==> src/rtl/pm_pkg.sv <==
package pm_pkg;
    localparam int EVT_W      = 16;
    localparam int EVT_BYTES  = EVT_W / 8;
    localparam int LANE_W     = (EVT_BYTES > 1) ? $clog2(EVT_BYTES) : 1;

    localparam int EVT_TMR    = 0;
    localparam int EVT_GLOCK  = 5;
    localparam int EVT_PWRBTN = 8;
    localparam int EVT_RTC    = 10;

    localparam logic [EVT_W-1:0] SCI_MASK =
        (EVT_W'(1) << EVT_TMR)    | (EVT_W'(1) << EVT_GLOCK) |
        (EVT_W'(1) << EVT_PWRBTN) | (EVT_W'(1) << EVT_RTC);

    typedef enum logic [2:0] {
        ACC_NONE,
        ACC_MISS,
        ACC_STS,
        ACC_EN,
        ACC_RSVD
    } acc_e;
endpackage

==> src/rtl/pm_win_decode.sv <==
module pm_win_decode #(
    parameter int ADDR_W     = 16,
    parameter int WIN_LG     = 6,
    parameter int CFG_BASE   = 8'h40,
    parameter int CFG_ENABLE = 8'h80
) (
    input  logic              clk,
    input  logic              rst_n,
    input  logic              cfg_wr,
    input  logic [7:0]        cfg_addr,
    input  logic [7:0]        cfg_wdata,
    input  logic [ADDR_W-1:0] io_addr,
    output logic              win_hit,
    output logic [WIN_LG-1:0] win_ofs
);
    localparam int BASE_HI = ADDR_W - 1;

    logic [BASE_HI:WIN_LG] base_q;
    logic                  win_en_q;

    always_ff @(posedge clk) begin
        if (!rst_n) begin
            base_q   <= '0;
            win_en_q <= 1'b0;
        end else if (cfg_wr) begin
            for (int b = WIN_LG; b <= BASE_HI; b++) begin
                if (cfg_addr == 8'(CFG_BASE + b / 8))
                    base_q[b] <= cfg_wdata[b % 8];
            end
            if (cfg_addr == 8'(CFG_ENABLE))
                win_en_q <= cfg_wdata[0];
        end
    end

    always_comb begin
        win_hit = win_en_q && (io_addr[BASE_HI:WIN_LG] == base_q);
        win_ofs = io_addr[WIN_LG-1:0];
    end

    AST_CLOSED_NO_HIT: assert property (@(posedge clk) disable iff (!rst_n)
        !win_en_q |-> !win_hit);
    AST_CFG_CLOSE: assert property (@(posedge clk) disable iff (!rst_n)
        (cfg_wr && cfg_addr == 8'(CFG_ENABLE) && !cfg_wdata[0]) |=> !win_hit);
endmodule

==> src/rtl/pm_io_port.sv <==
module pm_io_port
    import pm_pkg::*;
#(
    parameter int WIN_LG = 6
) (
    input  logic              clk,
    input  logic              rst_n,
    input  logic              io_rd,
    input  logic              io_wr,
    input  logic [7:0]        io_wdata,
    input  logic              win_hit,
    input  logic [WIN_LG-1:0] win_ofs,
    input  logic [EVT_W-1:0]  sts_q,
    input  logic [EVT_W-1:0]  en_q,
    output logic [7:0]        io_rdata,
    output logic [EVT_BYTES-1:0] sts_wr,
    output logic [EVT_BYTES-1:0] en_wr,
    output logic [7:0]        wr_byte
);
    acc_e              acc;
    logic [LANE_W-1:0] lane;

    always_comb begin
        lane = LANE_W'(win_ofs % EVT_BYTES);
        if (!(io_rd || io_wr))
            acc = ACC_NONE;
        else if (!win_hit)
            acc = ACC_MISS;
        else if (int'(win_ofs) < EVT_BYTES)
            acc = ACC_STS;
        else if (int'(win_ofs) < 2 * EVT_BYTES)
            acc = ACC_EN;
        else
            acc = ACC_RSVD;
    end

    always_comb begin
        io_rdata = 8'h00;
        sts_wr   = '0;
        en_wr    = '0;
        wr_byte  = io_wdata;
        unique case (acc)
            ACC_NONE: io_rdata = 8'h00;
            ACC_MISS: io_rdata = io_rd ? 8'hFF : 8'h00;
            ACC_STS: begin
                if (io_rd) io_rdata = sts_q[int'(lane)*8 +: 8];
                if (io_wr) sts_wr[lane] = 1'b1;
            end
            ACC_EN: begin
                if (io_rd) io_rdata = en_q[int'(lane)*8 +: 8];
                if (io_wr) en_wr[lane] = 1'b1;
            end
            ACC_RSVD: io_rdata = 8'h00;
            default:  io_rdata = 8'h00;
        endcase
    end

    AST_MISS_READS_FF: assert property (@(posedge clk) disable iff (!rst_n)
        (io_rd && !win_hit) |-> io_rdata == 8'hFF);
    AST_MISS_NO_STROBE: assert property (@(posedge clk) disable iff (!rst_n)
        !win_hit |-> (sts_wr == '0 && en_wr == '0));
    AST_ONE_STROBE: assert property (@(posedge clk) disable iff (!rst_n)
        $onehot0({sts_wr, en_wr}));
endmodule

==> src/rtl/pm_evt_regs.sv <==
module pm_evt_regs
    import pm_pkg::*;
(
    input  logic                 clk,
    input  logic                 rst_n,
    input  logic [EVT_W-1:0]     evt_i,
    input  logic [EVT_BYTES-1:0] sts_wr,
    input  logic [EVT_BYTES-1:0] en_wr,
    input  logic [7:0]           wr_byte,
    output logic [EVT_W-1:0]     sts_q,
    output logic [EVT_W-1:0]     en_q
);
    for (genvar g = 0; g < EVT_BYTES; g++) begin : g_lane
        always_ff @(posedge clk) begin
            if (!rst_n) begin
                sts_q[g*8 +: 8] <= '0;
                en_q[g*8 +: 8]  <= '0;
            end else begin
                if (sts_wr[g])
                    sts_q[g*8 +: 8] <= (sts_q[g*8 +: 8] & ~wr_byte) | evt_i[g*8 +: 8];
                else
                    sts_q[g*8 +: 8] <= sts_q[g*8 +: 8] | evt_i[g*8 +: 8];
                if (en_wr[g])
                    en_q[g*8 +: 8] <= wr_byte;
            end
        end
    end

    AST_EVT_SETS: assert property (@(posedge clk) disable iff (!rst_n)
        (evt_i != '0) |=> ((sts_q & $past(evt_i)) == $past(evt_i)));
    AST_W1C_LANE0: assert property (@(posedge clk) disable iff (!rst_n)
        (sts_wr[0] && wr_byte[0] && !evt_i[0]) |=> !sts_q[0]);
    AST_NO_SPURIOUS: assert property (@(posedge clk) disable iff (!rst_n)
        (evt_i == '0) |=> ((sts_q & ~$past(sts_q)) == '0));
endmodule

==> src/rtl/pm_sci_gen.sv <==
module pm_sci_gen
    import pm_pkg::*;
(
    input  logic             clk,
    input  logic             rst_n,
    input  logic [EVT_W-1:0] sts_q,
    input  logic [EVT_W-1:0] en_q,
    output logic             sci_o,
    output logic             tmr_arm_o
);
    logic [EVT_W-1:0] live;

    always_comb begin
        live      = sts_q & en_q & SCI_MASK;
        sci_o     = |live;
        tmr_arm_o = en_q[EVT_TMR] & ~sts_q[EVT_TMR];
    end

    AST_UNMASKED_QUIET: assert property (@(posedge clk) disable iff (!rst_n)
        ((sts_q & SCI_MASK) == '0) |-> !sci_o);
    AST_ARM_EXCLUSIVE: assert property (@(posedge clk) disable iff (!rst_n)
        tmr_arm_o |-> !(sci_o && live == (EVT_W'(1) << EVT_TMR)));
endmodule

==> src/rtl/pm_sci_window.sv <==
module pm_sci_window
    import pm_pkg::*;
#(
    parameter int ADDR_W = 16,
    parameter int WIN_LG = 6
) (
    input  logic              clk,
    input  logic              rst_n,
    input  logic              cfg_wr,
    input  logic [7:0]        cfg_addr,
    input  logic [7:0]        cfg_wdata,
    input  logic              io_rd,
    input  logic              io_wr,
    input  logic [ADDR_W-1:0] io_addr,
    input  logic [7:0]        io_wdata,
    output logic [7:0]        io_rdata,
    input  logic [EVT_W-1:0]  evt_i,
    output logic              sci_o,
    output logic              tmr_arm_o
);
    logic                 win_hit;
    logic [WIN_LG-1:0]    win_ofs;
    logic [EVT_W-1:0]     sts_q;
    logic [EVT_W-1:0]     en_q;
    logic [EVT_BYTES-1:0] sts_wr;
    logic [EVT_BYTES-1:0] en_wr;
    logic [7:0]           wr_byte;

    pm_win_decode #(.ADDR_W(ADDR_W), .WIN_LG(WIN_LG)) u_dec (
        .clk(clk), .rst_n(rst_n),
        .cfg_wr(cfg_wr), .cfg_addr(cfg_addr), .cfg_wdata(cfg_wdata),
        .io_addr(io_addr), .win_hit(win_hit), .win_ofs(win_ofs)
    );

    pm_io_port #(.WIN_LG(WIN_LG)) u_port (
        .clk(clk), .rst_n(rst_n),
        .io_rd(io_rd), .io_wr(io_wr), .io_wdata(io_wdata),
        .win_hit(win_hit), .win_ofs(win_ofs),
        .sts_q(sts_q), .en_q(en_q), .io_rdata(io_rdata),
        .sts_wr(sts_wr), .en_wr(en_wr), .wr_byte(wr_byte)
    );

    pm_evt_regs u_regs (
        .clk(clk), .rst_n(rst_n), .evt_i(evt_i),
        .sts_wr(sts_wr), .en_wr(en_wr), .wr_byte(wr_byte),
        .sts_q(sts_q), .en_q(en_q)
    );

    pm_sci_gen u_sci (
        .clk(clk), .rst_n(rst_n), .sts_q(sts_q), .en_q(en_q),
        .sci_o(sci_o), .tmr_arm_o(tmr_arm_o)
    );

    AST_EVT_RAISES_SCI: assert property (@(posedge clk) disable iff (!rst_n)
        (((evt_i & en_q & SCI_MASK) != '0) && !io_wr) |=> sci_o);
    AST_TMR_EVT_DISARMS: assert property (@(posedge clk) disable iff (!rst_n)
        evt_i[EVT_TMR] |=> !tmr_arm_o);
    AST_RESET_QUIET: assert property (@(posedge clk)
        !rst_n |=> (!sci_o && !tmr_arm_o));
endmodule

==> config.mk <==
export PLATFORM = sky130hd
export DESIGN_NAME = pm_sci_window
export DESIGN_NICKNAME = d
export VERILOG_FILES = /design/src/rtl/pm_pkg.sv /design/src/rtl/pm_win_decode.sv /design/src/rtl/pm_io_port.sv /design/src/rtl/pm_evt_regs.sv /design/src/rtl/pm_sci_gen.sv /design/src/rtl/pm_sci_window.sv
export SDC_FILE = /design/constraint.sdc
export NUM_CORES = 1
export LEC_CHECK = 0
export BUFFER_PORTS_ARGS = -buffer_cell sky130_fd_sc_hd__buf_2
export CAP_MARGIN = 20
export CORE_ASPECT_RATIO = 1.5
export CORE_MARGIN = 3
export CORE_UTILIZATION = 50
export DETAILED_ROUTE_END_ITERATION = 8
export PLACE_DENSITY = 0.86
export SYNTH_ARGS = -nofsm -noshare
export SYNTH_HDL_FRONTEND = slang
export SYNTH_SLANG_ARGS = --single-unit
export TNS_END_PERCENT = 20
==> constraint.sdc <==
create_clock -name clk -period 2.3 [get_ports clk]
set_input_delay 0.115 -clock clk [delete_from_list [all_inputs] [get_ports clk]]
set_output_delay 0.115 -clock clk [all_outputs]
set_load 0.02 [all_outputs]
Word-level counts from Yosys, hierarchy flattened
Index checks and enable logic that the tools add are counted.
{"block": "word_totals", "reg_bits": 43, "elab_cells": 52, "input_bits": 61, "out_inout_bits": 10}
{"block": "classes", "shifts": 2, "n_lt_le_gt_ge": 4, "bitwise": 10, "n_eq_ne": 7, "n_mux": 15, "reduce_logical": 7}
{"cell": "8-bit two-way mux", "count": 5}
{"cell": "8-bit bitwise OR", "count": 4}
{"cell": "16-bit by 5-bit indexed part select with 8-bit output", "count": 2}
{"cell": "8-bit case mux with 3 select lines", "count": 1}
{"cell": "8-bit bitwise AND", "count": 2}
{"cell": "8-bit by 7-bit == test with 1-bit output, second input constant", "count": 2}
{"cell": "3-bit two-way mux", "count": 4}
{"cell": "11-bit bitwise AND", "count": 1}
{"cell": "10-bit == test", "count": 1}
{"cell": "8-bit == test, second input constant", "count": 1}
{"cell": "8-bit NOT", "count": 1}
{"cell": "3-bit by 2-bit == test with 1-bit output, second input constant", "count": 2}
{"cell": "6-bit by 2-bit less-than comparator with 1-bit output, second input constant", "count": 1}
{"cell": "6-bit by 3-bit less-than comparator with 1-bit output, second input constant", "count": 1}
{"cell": "2-bit two-way mux", "count": 3}
{"cell": "2-bit AND reduction", "count": 3}
{"cell": "4-bit OR reduction", "count": 1}
{"cell": "3-bit by 1-bit == test with 1-bit output, second input constant", "count": 1}
{"cell": "1-bit logical AND", "count": 2}
{"cell": "1-bit by 2-bit less-than comparator with 1-bit output, second input constant", "count": 1}
{"cell": "1-bit bitwise AND", "count": 1}
{"cell": "1-bit demux with 1-bit select", "count": 1}
{"cell": "1-bit greater-or-equal comparator, second input constant", "count": 1}
{"cell": "1-bit logical OR", "count": 1}
{"cell": "other kinds (2)", "count": 2}

Depth between registers and ports, before layout
Gate-level depths: netlist of run 1.
{"block": "depth", "word_depth": 8, "mapped_depth": 5}

Hierarchy
From an unflattened synthesis of run 1, not the netlist that was laid out.
{"block": "hier_totals", "cells_unflattened": 260, "hier_area_um2": 2376.0}
{"mod": "pm_evt_regs", "cells_each": 119, "seq_area_each_um2": 640.6, "instances": 1, "area_each_um2": 1183.6}
{"mod": "pm_win_decode", "cells_each": 70, "seq_area_each_um2": 220.2, "instances": 1, "area_each_um2": 643.1}
{"mod": "pm_io_port", "cells_each": 67, "seq_area_each_um2": 0.0, "instances": 1, "area_each_um2": 521.8}
{"mod": "pm_sci_gen", "cells_each": 4, "seq_area_each_um2": 0.0, "instances": 1, "area_each_um2": 27.5}

Worst setup path before layout of run 1
Ideal clock, no wire load.
{"block": "synth_timing", "kind": "flip-flop to output port", "from": "register u_dec.base_q[8] in the netlist's numbering", "to": "output port io_rdata[0]", "required_time_ns": 2.185, "t_arrival_ns": 1.627, "n_path_buf": 0, "path_slack_ns": 0.558, "path_stages_with_launch": 5, "cell_sequence": "dfxtp_1 xnor2_1 nand3_1 o31ai_1 nand2_1"}
{"block": "synth_via", "elab_chain_cells": 6, "elab_cells_between_ends": 8}
{"element": "start: declaration", "line_no": "pm_win_decode.sv:18", "text": "logic [BASE_HI:WIN_LG] base_q;"}
{"element": "start signal: indexed assignment", "line_no": "pm_win_decode.sv:28", "text": "base_q[b] <= cfg_wdata[b % 8];"}
{"element": "10-bit == test *", "line_no": "pm_win_decode.sv:36", "text": "win_hit = win_en_q && (io_addr[BASE_HI:WIN_LG] == base_q);"}
{"element": "1-bit logical AND *", "line_no": "pm_win_decode.sv:36"}
{"element": "3-bit two-way mux *", "line_no": "pm_io_port.sv:27", "text": "else if (!win_hit)"}
{"element": "3-bit two-way mux *", "line_no": "pm_io_port.sv:25", "text": "if (!(io_rd || io_wr))"}
{"element": "3-bit by 2-bit == test with 1-bit output / 3-bit by 1-bit == test with 1-bit output (equally long branches)", "line_no": "pm_io_port.sv:42", "text": "unique case (acc)"}
{"element": "8-bit case mux with 3 select lines *", "line_no": "pm_io_port.sv:42"}
{"element": "end: declaration", "line_no": "pm_sci_window.sv:16", "text": "output logic [7:0] io_rdata,"}
Mark *: on every way between the ends. The rest lies on a longest branch, timed or not.

Worst setup path after layout of run 1
{"block": "layout_timing", "from": "register u_dec.base_q[15] in the netlist's numbering", "to": "output port io_rdata[6]"}
The elaborated chain is that of the path after synthesis.

==> results.txt, run 1 <==
final worst slack: 0.3897 ns
fin crit share: 83.05%
Post-Synthesis Cells: 222
post-synthesis sequential area ratio: 38.96%
final setup violation count: 0
Max-cap violations: 0
Post-DP Area: 0.002630 mm^2
Die H: 87.42 um
final setup TNS: 0 ns
Worst Hold Class: input pin to register
worst slew pin tran: 0.7767 ns
largest net degree at the start of global routing: 52
Worst Path Required: 2.18 ns
Pwr Density: 523.6 mW/mm^2
Final Cell Area: 0.002711 mm^2
H-tree levels: 2
count leader, synth: dfxtp_1
post-synth cell types: 23
Final Slew Violations: 0
Synth top area share: 38.96%
core footprint: 0.004245 mm^2
Synth area leader: dfxtp_1
CTS hold repair buffers: 0
Horiz. Die Dim: 60.28 um
via count: 1905
GR Overflow Total: 0
Rows: 29
post-route ant nets: 0
final hold vios: 0
Clock Path Buffers: 2
max incr delay on CP: 0.33 ns
Routed WL: 5006 um
Total Power: 1.420 mW
Syn Area/Cell: 9.953 um^2
Clock transition at path regs: 0.08 ns
Slew HR: 48.22%
Post-Synth Simple-Gate Area: 20.61%
Antenna diodes: 0
starting density of the core: 52.05%
DR WL/cell: 14.59 um
largest family of logic cells by synthesized area: simple AND/OR/NAND/NOR gates
Ys Warns: 0
outcome: finished, final reports clean
CTS tree: built
area of the die: 0.005269 mm^2
maximum clock frequency: 523.5 MHz
drc violations: 0
hpwl dp: 3896 um
fraction of layout cells with a size suffix above 1: 35.35%
most frequent cells after synthesis: 43 x dfxtp_1, 34 x nand2_1, 27 x mux2i_1
vias per inst: 5.554
antenna violations before repair: 0
xor and xnor area share after synthesis: 6.342%
clk_lat worst skew: 0.29 ns
Starting DRT DRC Count: 64
Post-synth EDFFs: 0
unrepaired setup endpoints after global routing: no
TritonCTS Sinks: 43
R2R cell count: 5
Root Buffer: clkbuf_8
post-cts sizing count: 0
CP Capture Type: output pin
worst ir drop on vdd: 0.0004756 V
top_reg_cell synth: dfxtp_1
complex-gate fraction of the synthesized area: 9.173%
syn nets: 283
number of nets in the layout: 357
global-route wire length before repair: 7997 um
IO Pins: 71
Inserted Clock Buffers: 5
worst-path cell chain: xnor2_1, nand3_1, o31ai_1, buf_4, nand2_1, buf_2
crit path kind: register to output pin
Syn-to-layout area delta: 22.71%
GRT Overall Usage: 20.14%
Synth async-reset ratio: 0%
CP max-delay cell: dfxtp_1
worst hold stages: 2
CP Max Fanout: 8
1st-pass router iterations: 4
CP startpoint kind: register
pre-CTS setup slack: 0.5267 ns
port buffer count: 70
Adder-Cell Fraction of Synth Area: 0%
Syn Std Cell Area: 0.002210 mm^2
mux share of post-synthesis cell area: 20.39%
Tmin final: 1.910 ns
setup bufs post-CTS: 0
Leak Pwr: 1.229 nW
Yosys reg bits: 43
Area contributors post-synth: dfxtp_1 39%, mux2i_1 12%, mux4_2 8.2%
number of global-route vias before repair: 1896
Worst Path Arrival: 1.80 ns
Fin Hold WS: 0.03254 ns
Worst Skew: 0.006433 ns
GP Congestion: 0.7658
critical path: cells and delay by family, from the launching register on:
family	cells	cell delay, ns
flops	1	0.33
compound gates	1	0.29
xor+xnor	1	0.17
buf+inv	2	0.35
simple gates	2	0.35
per-layer routing:
layer	wire [um]	part of all wire (%)	global-route usage [%]	up-vias
met3	356	7.1	5.045	10
met1	1956	39	22.43	884
li1	-	-	-	940
met5	0	0	0	-
met4	78	1.6	6.855	0
met2	2615	52	36.02	71
state kept, by name, summed over array words and instances (netlist names):
name and count:
u_dec.win_en_q 1, u_regs.en_q 16, u_regs.sts_q 16, u_dec.base_q 10
kinds of logic (layout without fill, tap and decap cells):
kind of cell | after synthesis | after routing
AOI/OAI and AO/OA | 35 | 35
xor gates and xnor gates | 10 | 10
buffers and inverters | 26 | 101
DFF | 43 | 43
muxes | 35 | 35
and+or+nand+nor | 73 | 73
cell usage in the layout, fill, tap and decap left out, types with 8 or more instances in the layout:
cell     count
a31oi_1     16
buf_2       70
dfxtp_1     43
inv_1       16
mux2i_1     27
mux4_2       8
nand2_1     34
nand3_1     10
nor2b_1     13
o21ai_0     16
worst paths after layout:
check             slack [ns]             start               to
setup reg to reg        0.55  u_dec.base_q[15]   u_regs.en_q[3]
hold / removal          0.03       io_wdata[0]  u_regs.sts_q[8]
hold reg to reg         0.46    u_regs.en_q[6]   u_regs.en_q[6]
setup / recovery        0.39  u_dec.base_q[15]      io_rdata[6]
final cells by class:
class	count	area, um^2
Fill cell	374	1534
Multi-Input combinational cell	153	1249
Sequential cell	43	860.8
Timing Repair Buffer	77	402.9
Clock buffer	7	76.32
Inverter	16	60.06
Tap cell	46	57.56
Clock inverter	1	5.005
report_power, final:
group,internal [mW],total (mW),switching (mW),leakage (nW)
clock,0.213,0.454,0.241,0.0422
combinational,0.0915,0.190,0.0988,0.835
sequential,0.764,0.776,0.0114,0.352
total,1.07,1.42,0.351,1.23
metrics by stage:
stage | cells | utilization (%)
after CTS | 343 | 63.87
after global routing | 343 | 63.87
after floorplan | 222 | -
final | 343 | 63.87
after global placement | 335 | 61.95
after detailed placement | 335 | 61.95
No activity file was read; power rests on OpenSTA's default activity.
==> inputs of run 2 (changes only) <==
--- a/config.mk
+++ b/config.mk
@@ -9,9 +9,9 @@
 export CAP_MARGIN = 20
 export CORE_ASPECT_RATIO = 1.5
 export CORE_MARGIN = 3
-export CORE_UTILIZATION = 50
+export CORE_UTILIZATION = 46
 export DETAILED_ROUTE_END_ITERATION = 8
-export PLACE_DENSITY = 0.86
+export PLACE_DENSITY = 0.83
 export SYNTH_ARGS = -nofsm -noshare
 export SYNTH_HDL_FRONTEND = slang
 export SYNTH_SLANG_ARGS = --single-unit
==> constraint.sdc (replaced) <==
create_clock -name clk -period 1.55 [get_ports clk]
set_input_delay 0.0775 -clock clk [delete_from_list [all_inputs] [get_ports clk]]
set_output_delay 0.0775 -clock clk [all_outputs]
set_load 0.02 [all_outputs]
==> results.txt, run 2 (synthesis results as in run 1) <==
Antenna diodes: 0 (unchanged)
Tmin final: 1.687 ns
hpwl dp: 3980 um (+2.1%)
pre-CTS setup slack: -0.04474 ns (-0.5714 ns)
Inserted Clock Buffers: 5 (unchanged)
fraction of layout cells with a size suffix above 1: 42.04% (+6.7 points)
Slew HR: 77.01% (+29 points)
number of global-route vias before repair: 1898 (+0.11%)
Leak Pwr: 1.358 nW (+11%)
largest net degree at the start of global routing: 47 (-9.6%)
final core utilization: 66.42% (+2.6 points)
Worst Hold Class: input pin to register
DR WL/cell: 14.11 um (-3.3%)
starting density of the core: 48.25% (-3.8 points)
Root Buffer: clkbuf_8
R2R cell count: 6 (+1)
Rows: 30 (+3.4%)
core footprint: 0.004579 mm^2 (+7.9%)
global-route wire length before repair: 8590 um (+7.4%)
antenna violations before repair: 0 (unchanged)
Clock transition at path regs: 0.08 ns (about the same)
Worst Hold Launch: evt_i[10]
Syn-to-layout area delta: 37.66%
Pwr Density: 713.6 mW/mm^2 (+36%)
GR Overflow Total: 0 (unchanged)
most frequent cells in the layout: 62 x buf_2, 35 x dfxtp_1, 29 x nand2_1, 27 x mux2i_1
Worst Skew: 0.007059 ns (+0.0006258 ns)
failing checks: negative setup slack
end of the critical path: io_rdata[5]
CP startpoint kind: register
IO Pins: 71 (unchanged)
worst reg2reg startpoint: u_dec.base_q[6]
worst slew pin tran: 0.3448 ns (-0.4319 ns)
Worst Path Arrival: 1.61 ns (-0.19 ns)
vias per inst: 5.222 (-6.0%)
1st-pass router iterations: 4 (unchanged)
crit path from: u_dec.base_q[6]
TritonCTS Sinks: 43 (unchanged)
Routed WL: 5334 um (+6.6%)
via count: 1974 (+3.6%)
drc violations: 0 (unchanged)
r2r endpoint: u_regs.en_q[5]
CTS tree: built
final setup violation count: 16 (+16)
H-tree levels: 2 (unchanged)
largest registers: u_regs.en_q x16, u_regs.sts_q x16, u_dec.base_q x10
Final Slew Violations: 0 (unchanged)
Worst Path Required: 1.47 ns (-0.71 ns)
CP Capture Type: output pin
final hold vios: 0 (unchanged)
fin crit share: 108.8%
outcome: finished with violations
Clock Path Buffers: 2 (unchanged)
final worst slack: -0.1369 ns (-0.5266 ns)
GRT Overall Usage: 18.69% (-1.4 points)
GP Congestion: 0.7637 (-0.27%)
crit path kind: register to output pin
Max-cap violations: 0 (unchanged)
unrepaired setup endpoints after global routing: yes
Die H: 90.89 um (+4.0%)
maximum clock frequency: 592.8 MHz
most common cell after layout, fill and taps aside: buf_2
post-route ant nets: 0 (unchanged)
worst ir drop on vdd: 0.0006089 V (+28%)
Starting DRT DRC Count: 99 (+55%)
port buffer count: 70 (unchanged)
area of the die: 0.005688 mm^2 (+8.0%)
fill count: 358 (-4.3%)
setup slack, reg-to-reg: -0.07 ns (-0.62 ns)
clk_lat worst skew: 0.29 ns (about the same)
Final Cell Area: 0.003042 mm^2 (+12%)
Post-DP Area: 0.002723 mm^2 (+3.5%)
number of nets in the layout: 374 (+4.8%)
CP Max Fanout: 8 (unchanged)
Horiz. Die Dim: 62.59 um (+3.8%)
[run 2: layout make-up]
type	instances	area, um^2	share of cell area, %
inverters	16	60.06	1.974
flip-flops and latches	43	873.3	28.71
repair buffers	94	624.3	20.53
clock buffers	6	72.57	2.386
well taps	64	80.08	2.633
clock inverters	2	12.51	0.4114
multi-input cells	153	1319	43.36
[run 2: how the worst min path moves through the flow]
stage / to / slack [ns] / depth (start not counted)
3_5_place_dp: u_regs.sts_q[1] / 0.30 / 2
2_1_floorplan: u_regs.sts_q[0] / 0.18 / 1
6_report: u_regs.sts_q[10] / 0.04 / 3
4_1_cts: u_regs.sts_q[10] / 0.03 / 3
3_3_place_gp: u_regs.sts_q[15] / 0.29 / 2
5_1_grt: u_regs.sts_q[1] / 0.04 / 3
[run 2: power by group]
group | internal, mW | switching, mW
clock | 0.315 | 0.372
combinational | 0.174 | 0.161
sequential | 1.13 | 0.0175
[run 2: metal layers]
layer  part of all wire (%)  vias up  global-route usage [%]  wire length [um]
met2                     53       79                   33.75              2836
met1                     39      915                   21.29              2060
met4                    1.5        0                   6.262                82
met5                      0        -                       0                 0
li1                       -      973                       -                 -
met3                    6.6        7                   4.359               353
[run 2: critical path, stage by stage (launching register included)]
cell and delay (ns):
dfxtp_2 0.34, xnor2_2 0.19, nand4_4 0.12, o31ai_4 0.24, buf_6 0.20, nand2_1 0.07
buf_4 0.15
[run 2: through the flow]
| step | total power [mW] | cells | setup TNS (ns) | hold slack [ns] |
|---|---|---|---|---|
| floorplan | 1.328 | 222 | -1.013 | 0.1783 |
| global placement | 1.460 | 360 | 0 | 0.2940 |
| detailed placement | 1.468 | 360 | -0.1331 | 0.2992 |
| CTS | 2.182 | 379 | -1.357 | 0.02925 |
| global route | 2.266 | 378 | -3.899 | 0.03853 |
| finish | 2.170 | 378 | -1.188 | 0.03741 |
[run 2: timing repair]
action,in CTS,in global routing
buffers inserted,3,0
endpoints found under the setup margin,18,37
pin swaps,13,17
hold buffers,8,0
endpoints found under the hold margin,16,0
resized for setup,21,21
==> inputs of run 3 (changes only) <==
--- a/config.mk
+++ b/config.mk
@@ -5,7 +5,7 @@
 export SDC_FILE = /design/constraint.sdc
 export NUM_CORES = 1
 export LEC_CHECK = 0
-export BUFFER_PORTS_ARGS = -buffer_cell sky130_fd_sc_hd__buf_2
+export BUFFER_PORTS_ARGS = -buffer_cell sky130_fd_sc_hd__buf_4
 export CAP_MARGIN = 20
 export CORE_ASPECT_RATIO = 1.5
 export CORE_MARGIN = 3
==> results.txt, run 3 (synthesis results as in run 1) <==
Horiz. Die Dim: 62.59 um (unchanged)
worst ir drop on vdd: 0.0006095 V (about the same)
GP Congestion: 0.7832 (+2.6%)
Worst Path Required: 1.47 ns (about the same)
core footprint: 0.004579 mm^2 (unchanged)
area of the die: 0.005688 mm^2 (unchanged)
Max-cap violations: 0 (unchanged)
fill count: 342 (-4.5%)
maximum clock frequency: 590.6 MHz (-0.37%)
Starting DRT DRC Count: 135 (+36%)
GRT Overall Usage: 20.03% (+1.3 points)
Final Slew Violations: 0 (unchanged)
crit path kind: register to output pin
Syn-to-layout area delta: 43.71%
Tmin final: 1.693 ns (+0.006234 ns)
Combinational Power Share: 16.7% (+1.3 points)
vias per inst: 5.247 (+0.48%)
Leak Pwr: 1.405 nW (+3.5%)
drc violations: 0 (unchanged)
Antenna diodes: 0 (unchanged)
CP startpoint kind: register
sequential group share of total power: 51.3% (-1.7 points)
failing checks: negative setup slack
1st-pass router iterations: 4 (unchanged)
Clock Path Buffers: 2 (unchanged)
Total Power: 2.239 mW (+3.2%)
final setup violation count: 11 (-5)
H-tree levels: 2 (unchanged)
Post-Place Cells: 359 (-0.28%)
Inserted Clock Buffers: 5 (unchanged)
Clock power frac: 32.0% (+0.4 points)
CP Capture Type: output pin
fin crit share: 109.2% (+0.40 points)
Sw Share: 24.39% (-0.94 points)
TritonCTS Sinks: 43 (unchanged)
sw power: 0.5462 mW (-0.64%)
Worst Hold Class: input pin to register
port buffer count: 70 (unchanged)
Routed WL: 5551 um (+4.1%)
Internal: 1.693 mW (+4.5%)
Pwr Density: 705.2 mW/mm^2 (-1.2%)
clk_lat worst skew: 0.29 ns (about the same)
CTS tree: built
unrepaired setup endpoints after global routing: yes
hpwl dp: 3958 um (-0.54%)
fraction of layout cells with a size suffix above 1: 43.27% (+1.2 points)
outcome: finished with violations
number of global-route vias before repair: 2058 (+8.4%)
worst slew pin tran: 0.4457 ns (+0.1009 ns)
Clock transition at path regs: 0.08 ns (about the same)
Die H: 90.89 um (unchanged)
CP Max Fanout: 8 (unchanged)
most common cell after layout, fill and taps aside: buf_4
final worst slack: -0.1431 ns (-0.006234 ns)
post-route ant nets: 0 (unchanged)
Worst Path Arrival: 1.62 ns (about the same)
most frequent cells in the layout: 73 x buf_4, 33 x dfxtp_1, 27 x mux2i_1, 26 x nand2_1
largest net degree at the start of global routing: 52 (+11%)
Post-Layout Cell Count: 376 (-0.53%)
Root Buffer: clkbuf_8
DR WL/cell: 14.76 um (+4.6%)
global-route wire length before repair: 9149 um (+6.5%)
IO Pins: 71 (unchanged)
number of nets in the layout: 373 (-0.27%)
GR Overflow Total: 0 (unchanged)
via count: 1973 (-0.051%)
largest registers: u_regs.en_q x16, u_regs.sts_q x16, u_dec.base_q x10
antenna violations before repair: 0 (unchanged)
Slew HR: 70.29% (-6.7 points)
Worst Skew: 0.002611 ns (-0.004447 ns)
final hold vios: 0 (unchanged)
final setup TNS: -1.127 ns (+0.06093 ns)
Rows: 30 (unchanged)
starting density of the core: 48.25% (unchanged)
[run 3: cell types whose count changed in the layout (fill, tap and decap cells not counted), moves of 2 or more]
| cell | delta |
|---|---|
| buf_2 | -62 |
| dfxtp_2 | +2 |
| nand2_1 | -3 |
| buf_4 | +61 |
| nand2_4 | -2 |
| dfxtp_1 | -2 |
| nand2_2 | +5 |
[run 3: path summary, 6_finish.rpt]
check / from / to / slack [ns] / cells after the start
min reg2reg: u_regs.en_q[7] / u_regs.en_q[7] / 0.46 / 2
max reg2reg: u_dec.base_q[12] / u_regs.en_q[3] / -0.04 / 6
min: evt_i[5] / u_regs.sts_q[5] / 0.05 / 3
max: u_dec.base_q[15] / io_rdata[2] / -0.14 / 6
[run 3: per-layer routing]
metal  routed length (um)  share of wire [%]  vias to the layer above  track usage, %
li1                     -                  -                      966               -
met1                 2145                 39                      927           21.94
met2                 2987                 54                       71           36.87
met3                  324                5.8                        9           4.483
met4                   95                1.7                        0           7.551
met5                    0                  0                        -               0
[run 3: layout make-up]
class	count	area (um^2)	share of cell area, %
clock buffers	6	82.58	2.600
clock inverters	1	5.005	0.1576
inverters	16	60.06	1.891
multi-input cells	153	1309	41.21
flip-flops and latches	43	875.8	27.58
well taps	64	80.08	2.522
repair buffers	93	763.2	24.03
[run 3: power groups by stage]
stage / clock (mW) / combinational (mW) / sequential [mW]
after global placement: 0 / 0.329 / 1.18
after detailed placement: 0 / 0.337 / 1.18
after global routing: 0.769 / 0.407 / 1.15
final: 0.717 / 0.374 / 1.15
after floorplan: 0 / 0.158 / 1.17
after CTS: 0.733 / 0.368 / 1.15
[run 3: critical path, stage by stage, from the launching register on]
cell and delay (ns):
dfxtp_4 0.36, xnor2_2 0.17, nand3_2 0.12, o31ai_4 0.27
buf_6 0.19, nand2_2 0.07, buf_6 0.13
[run 3: through the flow]
stage	worst slack (ns)	utilization (%)	hold WS [ns]	area, um^2
6_report	-0.1431	69.34	0.04525	3176
5_1_grt	-0.2088	69.34	0.04853	3176
4_1_cts	-0.1394	68.14	0.03177	3120
3_5_place_dp	-0.02790	62.84	0.2886	2878
3_3_place_gp	0.03756	62.84	0.2838	2878
2_1_floorplan	-0.06329	-	0.1783	2215
[run 3: repair_timing]
item                                   4_1_cts  5_1_grt
endpoints found under the hold margin       16        0
pin swaps                                   14       10
buffers inserted                             3        0
resized for setup                           17       20
hold buffers                                 8        0
setup endpoints to repair                   22       40
